$ cat config.mk
export PLATFORM = sky130hd
export DESIGN_NAME = rmw_owner_gate
export DESIGN_NICKNAME = d
export VERILOG_FILES = /design/src/rtl/rmw_gate_pkg.sv /design/src/rtl/rmw_retire_stage.sv /design/src/rtl/rmw_admit_stage.sv /design/src/rtl/rmw_state_regs.sv /design/src/rtl/rmw_owner_gate.sv
export SDC_FILE = /design/constraint.sdc
export NUM_CORES = 1
export LEC_CHECK = 0
export BUFFER_PORTS_ARGS = -buffer_cell sky130_fd_sc_hd__buf_2
export CORE_MARGIN = 3
export CORE_UTILIZATION = 49
export DETAILED_ROUTE_END_ITERATION = 10
export PLACE_DENSITY_LB_ADDON = 0.05
export SLEW_MARGIN = 15
export SYNTH_ARGS = -nofsm -noshare
export SYNTH_HDL_FRONTEND = slang
export SYNTH_SLANG_ARGS = --single-unit
$ cat constraint.sdc
create_clock -name clk -period 3.3 [get_ports clk]
set_input_delay 0.165 -clock clk [delete_from_list [all_inputs] [get_ports clk]]
set_output_delay 0.165 -clock clk [all_outputs]
set_load 0.01 [all_outputs]
$ cat src/rtl/rmw_gate_pkg.sv
// Shared request-type codes for the atomic ownership gate.
// Assumes a 3-bit type field; codes not listed are non-atomic.
package rmw_gate_pkg;
    localparam int KIND_W = 3;
    localparam logic [KIND_W-1:0] KIND_LOAD   = 3'd0;
    localparam logic [KIND_W-1:0] KIND_STORE  = 3'd1;
    localparam logic [KIND_W-1:0] KIND_IFETCH = 3'd2;
    localparam logic [KIND_W-1:0] KIND_RMW_RD = 3'd3;
    localparam logic [KIND_W-1:0] KIND_RMW_WR = 3'd4;
endpackage

$ cat src/rtl/rmw_retire_stage.sv
// Applies an atomic-write completion to the held owner and count.
// Assumes the caller feeds registered state; the result feeds admission
// in the same cycle. A completion that does not match a live owner with
// a nonzero count is refused and reported as a fault.
module rmw_retire_stage #(
    parameter int PID_W   = 8,
    parameter int CNT_W   = 4,
    parameter int IDLE_ID = 200
) (
    input  logic [PID_W-1:0] owner_q,
    input  logic [CNT_W-1:0] cnt_q,
    input  logic             done_valid,
    input  logic [PID_W-1:0] done_pid,
    output logic [PID_W-1:0] owner_r,
    output logic [CNT_W-1:0] cnt_r,
    output logic             fault
);
    localparam logic [PID_W-1:0] IDLE_V = PID_W'(IDLE_ID);
    localparam logic [CNT_W-1:0] ONE    = CNT_W'(1);

    logic match;

    // Decide whether the completion belongs to the live owner.
    always_comb begin
        match = (owner_q != IDLE_V) && (owner_q == done_pid) && (cnt_q != '0);
        fault = done_valid && !match;
    end

    // Decrement on a matching completion; release at the last one.
    always_comb begin
        owner_r = owner_q;
        cnt_r   = cnt_q;
        if (done_valid && match) begin
            cnt_r = cnt_q - ONE;
            if (cnt_q == ONE) begin
                owner_r = IDLE_V;
            end
        end
    end
endmodule

$ cat src/rtl/rmw_admit_stage.sv
// Judges one request against the post-completion owner and count and
// produces ready plus the next state. Assumes the inputs already reflect
// any completion of this cycle. Probes never change state.
module rmw_admit_stage
    import rmw_gate_pkg::*;
#(
    parameter int PID_W   = 8,
    parameter int CNT_W   = 4,
    parameter int IDLE_ID = 200,
    parameter int BAD_ID  = 100
) (
    input  logic [PID_W-1:0]  owner_r,
    input  logic [CNT_W-1:0]  cnt_r,
    input  logic              req_valid,
    input  logic [KIND_W-1:0] req_kind,
    input  logic [PID_W-1:0]  req_pid,
    input  logic              req_probe,
    output logic              ready,
    output logic [PID_W-1:0]  owner_n,
    output logic [CNT_W-1:0]  cnt_n,
    output logic              fault
);
    localparam logic [PID_W-1:0] IDLE_V  = PID_W'(IDLE_ID);
    localparam logic [PID_W-1:0] BAD_V   = PID_W'(BAD_ID);
    localparam logic [CNT_W-1:0] CNT_MAX = '1;
    localparam logic [CNT_W-1:0] ONE     = CNT_W'(1);

    logic illegal, foreign, is_rd, is_wr, full, idle_bad, take;

    // Classify the request against the current ownership.
    always_comb begin
        illegal  = (req_pid == BAD_V) || (req_pid == IDLE_V);
        foreign  = (owner_r != IDLE_V) && (owner_r != req_pid);
        is_rd    = (req_kind == KIND_RMW_RD);
        is_wr    = (req_kind == KIND_RMW_WR);
        full     = is_rd && (cnt_r == CNT_MAX);
        idle_bad = (owner_r == IDLE_V) && (cnt_r != '0);
        ready    = !illegal && !foreign && !full;
        take     = req_valid && ready && !req_probe;
    end

    // Flag illegal IDs, saturation and a corrupt idle count.
    always_comb begin
        fault = req_valid && (illegal ||
                              (full && !req_probe) ||
                              (take && is_rd && idle_bad));
    end

    // Compute the owner and count after an accepted request.
    always_comb begin
        owner_n = owner_r;
        cnt_n   = cnt_r;
        if (take) begin
            if (is_rd) begin
                if (owner_r == IDLE_V) begin
                    if (!idle_bad) begin
                        owner_n = req_pid;
                        cnt_n   = ONE;
                    end
                end else begin
                    cnt_n = cnt_r + ONE;
                end
            end else if (!is_wr && (owner_r == req_pid)) begin
                owner_n = IDLE_V;
                cnt_n   = '0;
            end
        end
    end
endmodule

$ cat src/rtl/rmw_state_regs.sv
// Holds owner, count and the one-cycle error pulse.
// Assumes a synchronous active-low reset to the idle sentinel.
module rmw_state_regs #(
    parameter int PID_W   = 8,
    parameter int CNT_W   = 4,
    parameter int IDLE_ID = 200
) (
    input  logic             clk,
    input  logic             rst_n,
    input  logic [PID_W-1:0] owner_d,
    input  logic [CNT_W-1:0] cnt_d,
    input  logic             err_d,
    output logic [PID_W-1:0] owner_q,
    output logic [CNT_W-1:0] cnt_q,
    output logic             err_q
);
    // Register the next state, or the idle state under reset.
    always_ff @(posedge clk) begin
        if (!rst_n) begin
            owner_q <= PID_W'(IDLE_ID);
            cnt_q   <= '0;
            err_q   <= 1'b0;
        end else begin
            owner_q <= owner_d;
            cnt_q   <= cnt_d;
            err_q   <= err_d;
        end
    end
endmodule

$ cat src/rtl/rmw_owner_gate.sv
// Top of the atomic ownership gate: retire a completion, then admit a
// request against the result, then register the new state. Assumes one
// request and at most one completion per cycle.
module rmw_owner_gate
    import rmw_gate_pkg::*;
#(
    parameter int PID_W   = 8,
    parameter int CNT_W   = 4,
    parameter int IDLE_ID = 200,
    parameter int BAD_ID  = 100
) (
    input  logic              clk,
    input  logic              rst_n,
    input  logic              req_valid,
    input  logic [KIND_W-1:0] req_kind,
    input  logic [PID_W-1:0]  req_pid,
    input  logic              req_probe,
    input  logic              wdone_valid,
    input  logic [PID_W-1:0]  wdone_pid,
    output logic              req_ready,
    output logic [PID_W-1:0]  owner_id,
    output logic [CNT_W-1:0]  pend_cnt,
    output logic              err_flag
);
    logic [PID_W-1:0] owner_q, owner_r, owner_n;
    logic [CNT_W-1:0] cnt_q, cnt_r, cnt_n;
    logic             ret_fault, adm_fault, err_q;

    rmw_retire_stage #(.PID_W(PID_W), .CNT_W(CNT_W), .IDLE_ID(IDLE_ID)) u_retire (
        .owner_q    (owner_q),
        .cnt_q      (cnt_q),
        .done_valid (wdone_valid),
        .done_pid   (wdone_pid),
        .owner_r    (owner_r),
        .cnt_r      (cnt_r),
        .fault      (ret_fault)
    );

    rmw_admit_stage #(.PID_W(PID_W), .CNT_W(CNT_W), .IDLE_ID(IDLE_ID), .BAD_ID(BAD_ID)) u_admit (
        .owner_r   (owner_r),
        .cnt_r     (cnt_r),
        .req_valid (req_valid),
        .req_kind  (req_kind),
        .req_pid   (req_pid),
        .req_probe (req_probe),
        .ready     (req_ready),
        .owner_n   (owner_n),
        .cnt_n     (cnt_n),
        .fault     (adm_fault)
    );

    rmw_state_regs #(.PID_W(PID_W), .CNT_W(CNT_W), .IDLE_ID(IDLE_ID)) u_regs (
        .clk     (clk),
        .rst_n   (rst_n),
        .owner_d (owner_n),
        .cnt_d   (cnt_n),
        .err_d   (ret_fault | adm_fault),
        .owner_q (owner_q),
        .cnt_q   (cnt_q),
        .err_q   (err_q)
    );

    // Drive the registered state onto the outputs.
    always_comb begin
        owner_id = owner_q;
        pend_cnt = cnt_q;
        err_flag = err_q;
    end
endmodule

Yosys cells after proc, flatten, opt, wreduce, memory -nomap -nowiden
Index checks and enable logic that the tools add are counted.
W data, S select, Z words.
{"block": "word_totals", "word_cells": 58, "register_bits": 13, "out_inout_bits": 14}
{"block": "classes", "add_sub_neg": 2, "eq_ne": 12, "n_mux": 13, "reduce_logical": 27, "bitwise_logic": 1}
{"cell": "$mux W8", "n": 7}
{"cell": "$mux W4", "n": 6}
{"cell": "$eq A8 B8 Y1", "n": 2}
{"cell": "$eq A8 B8 Y1 const B", "n": 2}
{"cell": "$logic_and A1 B1 Y1", "n": 16}
{"cell": "$ne A8 B8 Y1 const B", "n": 2}
{"cell": "$eq A8 B7 Y1 const B", "n": 1}
{"cell": "$ne A8 B8 Y1", "n": 1}
{"cell": "$reduce_bool A4 Y1", "n": 2}
{"cell": "$logic_not A1 Y1", "n": 6}
{"cell": "$add A4 B1 Y4 const B", "n": 1}
{"cell": "$eq A4 B1 Y1 const B", "n": 1}
{"cell": "$eq A4 B4 Y1 const B", "n": 1}
{"cell": "$sub A4 B1 Y4 const B", "n": 1}
{"cell": "$eq A3 B2 Y1 const B", "n": 1}
{"cell": "$eq A3 B3 Y1 const B", "n": 1}
{"cell": "$logic_or A1 B1 Y1", "n": 3}
{"cell": "$or A1 B1 Y1", "n": 1}

Longest topological paths before layout
{"block": "depth", "depth_word": 17, "ltp_mapped": 12, "ltp_nobuf": 11}

Cells and area by module
Synthesis repeated with hierarchy kept, for this count alone.
{"block": "unflattened", "hier_cells": 141, "area_unflattened_um2": 1244.9}
{"mod": "rmw_admit_stage", "instances": 1, "cells_each": 73, "seq_area_each_um2": 0.0, "area_each_um2": 558.0}
{"mod": "rmw_state_regs", "instances": 1, "cells_each": 27, "seq_area_each_um2": 260.2, "area_each_um2": 360.3}
{"mod": "rmw_retire_stage", "instances": 1, "cells_each": 40, "seq_area_each_um2": 0.0, "area_each_um2": 320.3}
{"mod": "rmw_owner_gate", "instances": 1, "cells_each": 1, "seq_area_each_um2": 0.0, "area_each_um2": 6.3}

Least setup slack after synthesis
Ideal clock, no wire load.
{"block": "synth_timing", "path_kind": "register to register", "from": "reg u_regs.cnt_q[0]", "to": "reg u_regs.cnt_q[0]", "path_buffers": 0, "path_stages_with_launch": 11, "arrival_ns": 2.613, "setup_ns": 0.070, "required_ns": 3.230, "synth_period_minus_slack_ns": 2.683, "path_slack_ns": 0.617, "cell_sequence": "dfxtp_1 inv_1 ha_1 a211oi_2 and4_4 nand2_2 xnor2_1 ha_1 and3_4 or4_1 a21boi_1"}
{"block": "synth_between", "elab_chain_cells": 12}
{"element": "start: declaration", "line": "rmw_state_regs.sv:14", "source": "output logic [CNT_W-1:0] cnt_q,"}
{"element": "start signal: assignment", "line": "rmw_state_regs.sv:25", "source": "cnt_q <= cnt_d;"}
{"element": "branches (longest 11 deep; another with $sub A4 B1 Y4)"}
{"element": "$mux W4 *", "line": "rmw_admit_stage.sv:53", "source": "if (take) begin"}
Every way passes the cells marked *.
A chain may end at the register's enable or synchronous reset.

Worst setup path after layout
{"block": "layout_timing", "from": "reg u_regs.cnt_q[0]", "to": "out req_ready"}
{"block": "layout_between", "elab_chain_cells": 9}
{"element": "branches (longest 8 deep; another with $sub A4 B1 Y4)"}
{"element": "$logic_and A1 B1 Y1 *", "line": "rmw_admit_stage.sv:38", "source": "ready = !illegal && !foreign && !full;"}
{"element": "end: declaration", "line": "rmw_owner_gate.sv:20", "source": "output logic req_ready,"}
Marked as above.

==> results.md <==
- Status: finished, final reports clean
- Cell Chain, Critical Path: inv_1, ha_1, a211oi_2, and4_4, nand2_2, mux2i_1, ha_1, and3_4, a21oi_1, buf_2
- WP buf/inv: 2
- GR Overflow Total: 0
- Seq/Total Area, Yosys: 21.2%
- CTS hold repair buffers: 0
- CTS H-tree depth: 1
- Num CTS Buffers: 3
- Layout cells sized above 1: 36.6%
- Root buffer cell: clkbuf_4
- Clk slew on worst S/H paths: 0.09 ns
- CP most frequent cell: ha_1
- Yosys cell types: 51
- # setup viols final: 0
- Core area: 2300 sq um
- Clock skew: 0.00604 ns
- CP delay by family, top: simple AND/OR/NAND/NOR gates
- Post-DP HPWL: 2.48 mm
- Setup CP Type: reg -> out
- Mapped Cells: 133
- P_sw: 0.0000972 W
- Maximum Capacitance Violations: 0
- #FFs+latches synth: 13
- Compound-gate portion of the synthesized area: 21.1%
- Drt drc: 0
- Vias in the first global route: 1101
- Worst path arrival time: 2.88 ns
- Synth warn: 0
- Power Density: 227 nW/um^2
- WL final: 3.07 mm
- R2r worst-path depth: 10
- Clk sinks: 13
- Initial antenna violation count: 0
- Req. time, crit path: 3.13 ns
- Crit path max fanout: 7
- Lkg Pwr: 0.633 nW
- Die H: 56.0 microns
- Adder-Cell Fraction of Synth Area: 5.10%
- Clk pwr share: 30.7%
- Switching share of power: 28.9%
- DR iter-0 viols: 30
- Seq pwr share: 48.2%
- Via-to-Cell Ratio: 5.78
- Internal power: 0.000239 W
- # port buffers: 37
- Die width: 56.0 microns
- Largest net degree at the start of global routing: 8
- Final nets: 205
- Number of cells on the critical path: 10
- CTS tree: done
- Routability Congestion: 0.833
- Slew Viols, Final: 0
- Slew Limit Headroom: 71.6%
- Via count: 1173
- ANT nets after route: 0
- Logic pwr share: 21.2%
- Period minus WS final: 3.05 ns
- Slew @ Worst Pin: 0.423 ns
- Largest family of logic cells by synthesized area: simple AND/OR/NAND/NOR gates
- Detailed Routing Iterations Pass 1: 4
- Die ar.: 3140 sq um
- Final hold slack: 0.141 ns
- I/O pins: 38
- Simple-Gate Fraction of Synth Area: 30.7%
- Area grow syn2layout: 20.4%
- Synth async-reset ratio: 0%
- Hold Crit Class: in -> reg
- Worst IR Drop VDD: 0.171 mV
- Commonest cells after routing, fill and taps aside: buf_2, xor2_1, nand2_1
- Max Clk Rate: 0.328 GHz
- Final Cycle Share: 92.3%
- Avg Inst Size Synth: 9.22 sq um
- Initial core utilization: 53.4%
- RSZ-0062 raised after global routing: false
- Slowest CP cell: dfxtp_1
- Post-synthesis mux area share: 2.86%
- CTS Buffer Depth: 2
- Drt wl/cell: 15.1 microns
- Clk Latency, worst-skew pair: 0.28 ns
- Post-Syn Nets: 162
- Placed cell count: 199
- First-pass GRT wire length: 5.17 mm
- Crit start category: flop
- ANT cells: 0
- Post-CTS setup buffers: 0
- Rows: 17
- Cell Count, Final, Fillers Out: 203
- Hold Path Stages: 2
- Post-cts sizing count: 0
- Final Hold Vio Count: 0
- Post-synth EDFFs: 0
- Main synth FF type: dfxtp_1
- Crit. End Element: output pin
- Syn Std Cell Area: 1230 sq um
- Most common cell after layout, fill and taps aside: buf_2
- XOR/XNOR share of the synthesized area: 15.6%
- CP peak stage delay: 0.45 ns
- Total negative slack: 0 ns
- Tot GR Track Use: 20.5%
-- kinds of logic (layout without fill, tap and decap cells) --
| family | after synthesis | in the layout |
|---|---|---|
| simple gates | 52 | 52 |
| compound gates | 30 | 30 |
| xor+xnor | 21 | 21 |
| flops | 13 | 13 |
| buf+inv | 9 | 51 |
| fa+ha+maj | 5 | 5 |
| mux | 3 | 3 |
-- flip-flops by register name, summed over array words and instances (netlist names) --
register        cells
u_regs.owner_q      8
u_regs.cnt_q        4
u_regs.err_q        1
-- Yosys cell counts, types with 2 or more instances --
cell / count / area share (%)
a211oi_2: 2 / 2.0
a21oi_1: 5 / 2.0
a22o_1: 5 / 3.6
a32oi_1: 2 / 1.4
and2_1: 2 / 1.0
and3_4: 2 / 1.8
and4_4: 3 / 2.8
dfxtp_1: 13 / 21
ha_1: 5 / 5.1
inv_1: 8 / 2.4
mux2i_1: 2 / 1.6
nand2_1: 14 / 4.3
nand3_1: 4 / 1.6
nor2_1: 4 / 1.2
nor4_1: 2 / 1.0
nor4b_1: 2 / 1.4
nor4bb_1: 2 / 1.6
o21ai_0: 3 / 1.2
or2_2: 3 / 1.5
xnor2_1: 5 / 3.6
xor2_1: 15 / 11
-- worst register-to-register path, cell delays in order, from the launching register on --
cell and delay (ns):
dfxtp_1 0.45, inv_1 0.10, ha_1 0.22, a211oi_2 0.31
and4_4 0.33, nand2_2 0.10, xnor2_1 0.19, ha_1 0.30
and3_4 0.19, or4_1 0.50, a21boi_1 0.15
-- power by group through the flow --
stage	combinational, W	clock, W	sequential [W]
after CTS	0.0000711	0.000103	0.000162
after global placement	0.0000698	0	0.000165
after floorplan	0.0000388	0	0.000166
after global routing	0.0000780	0.000118	0.000162
final	0.0000711	0.000103	0.000162
after detailed placement	0.0000705	0	0.000166
-- stage by stage --
step | instance area (sq um) | setup slack, ns | utilization [%] | total power [W]
floorplan | 1230 | 0.617 | - | 0.000205
global placement | 1450 | 0.553 | 63.1 | 0.000235
detailed placement | 1450 | 0.452 | 63.1 | 0.000236
CTS | 1480 | 0.275 | 64.3 | 0.000336
global route | 1480 | 0.0364 | 64.3 | 0.000358
finish | 1480 | 0.254 | 64.3 | 0.000336
-- metal layers --
metal | share of wire (%) | global-route usage (%)
met1 | 49 | 29.5
met2 | 44 | 30.1
met3 | 7.2 | 4.64
met4 | 0.59 | 6.10
met5 | 0 | 0
-- worst paths after layout --
kind | from | endpoint | slack, ns
worst max-delay path | u_regs.cnt_q[0] | req_ready | 0.25
worst min-delay path | req_pid[1] | u_regs.owner_q[1] | 0.14
worst max register to register | u_regs.cnt_q[0] | u_regs.cnt_q[0] | 0.41
worst min register to register | u_regs.owner_q[6] | u_regs.owner_q[6] | 0.59
-- cell type report --
class | instances | area, sq um
multi-input cells | 111 | 925
fillers | 204 | 821
flip-flops and latches | 13 | 260
repair buffers | 39 | 200
well taps | 28 | 35.0
inverters | 8 | 30.0
clock buffers | 4 | 26.3
Power figures use the tool's default switching activity.
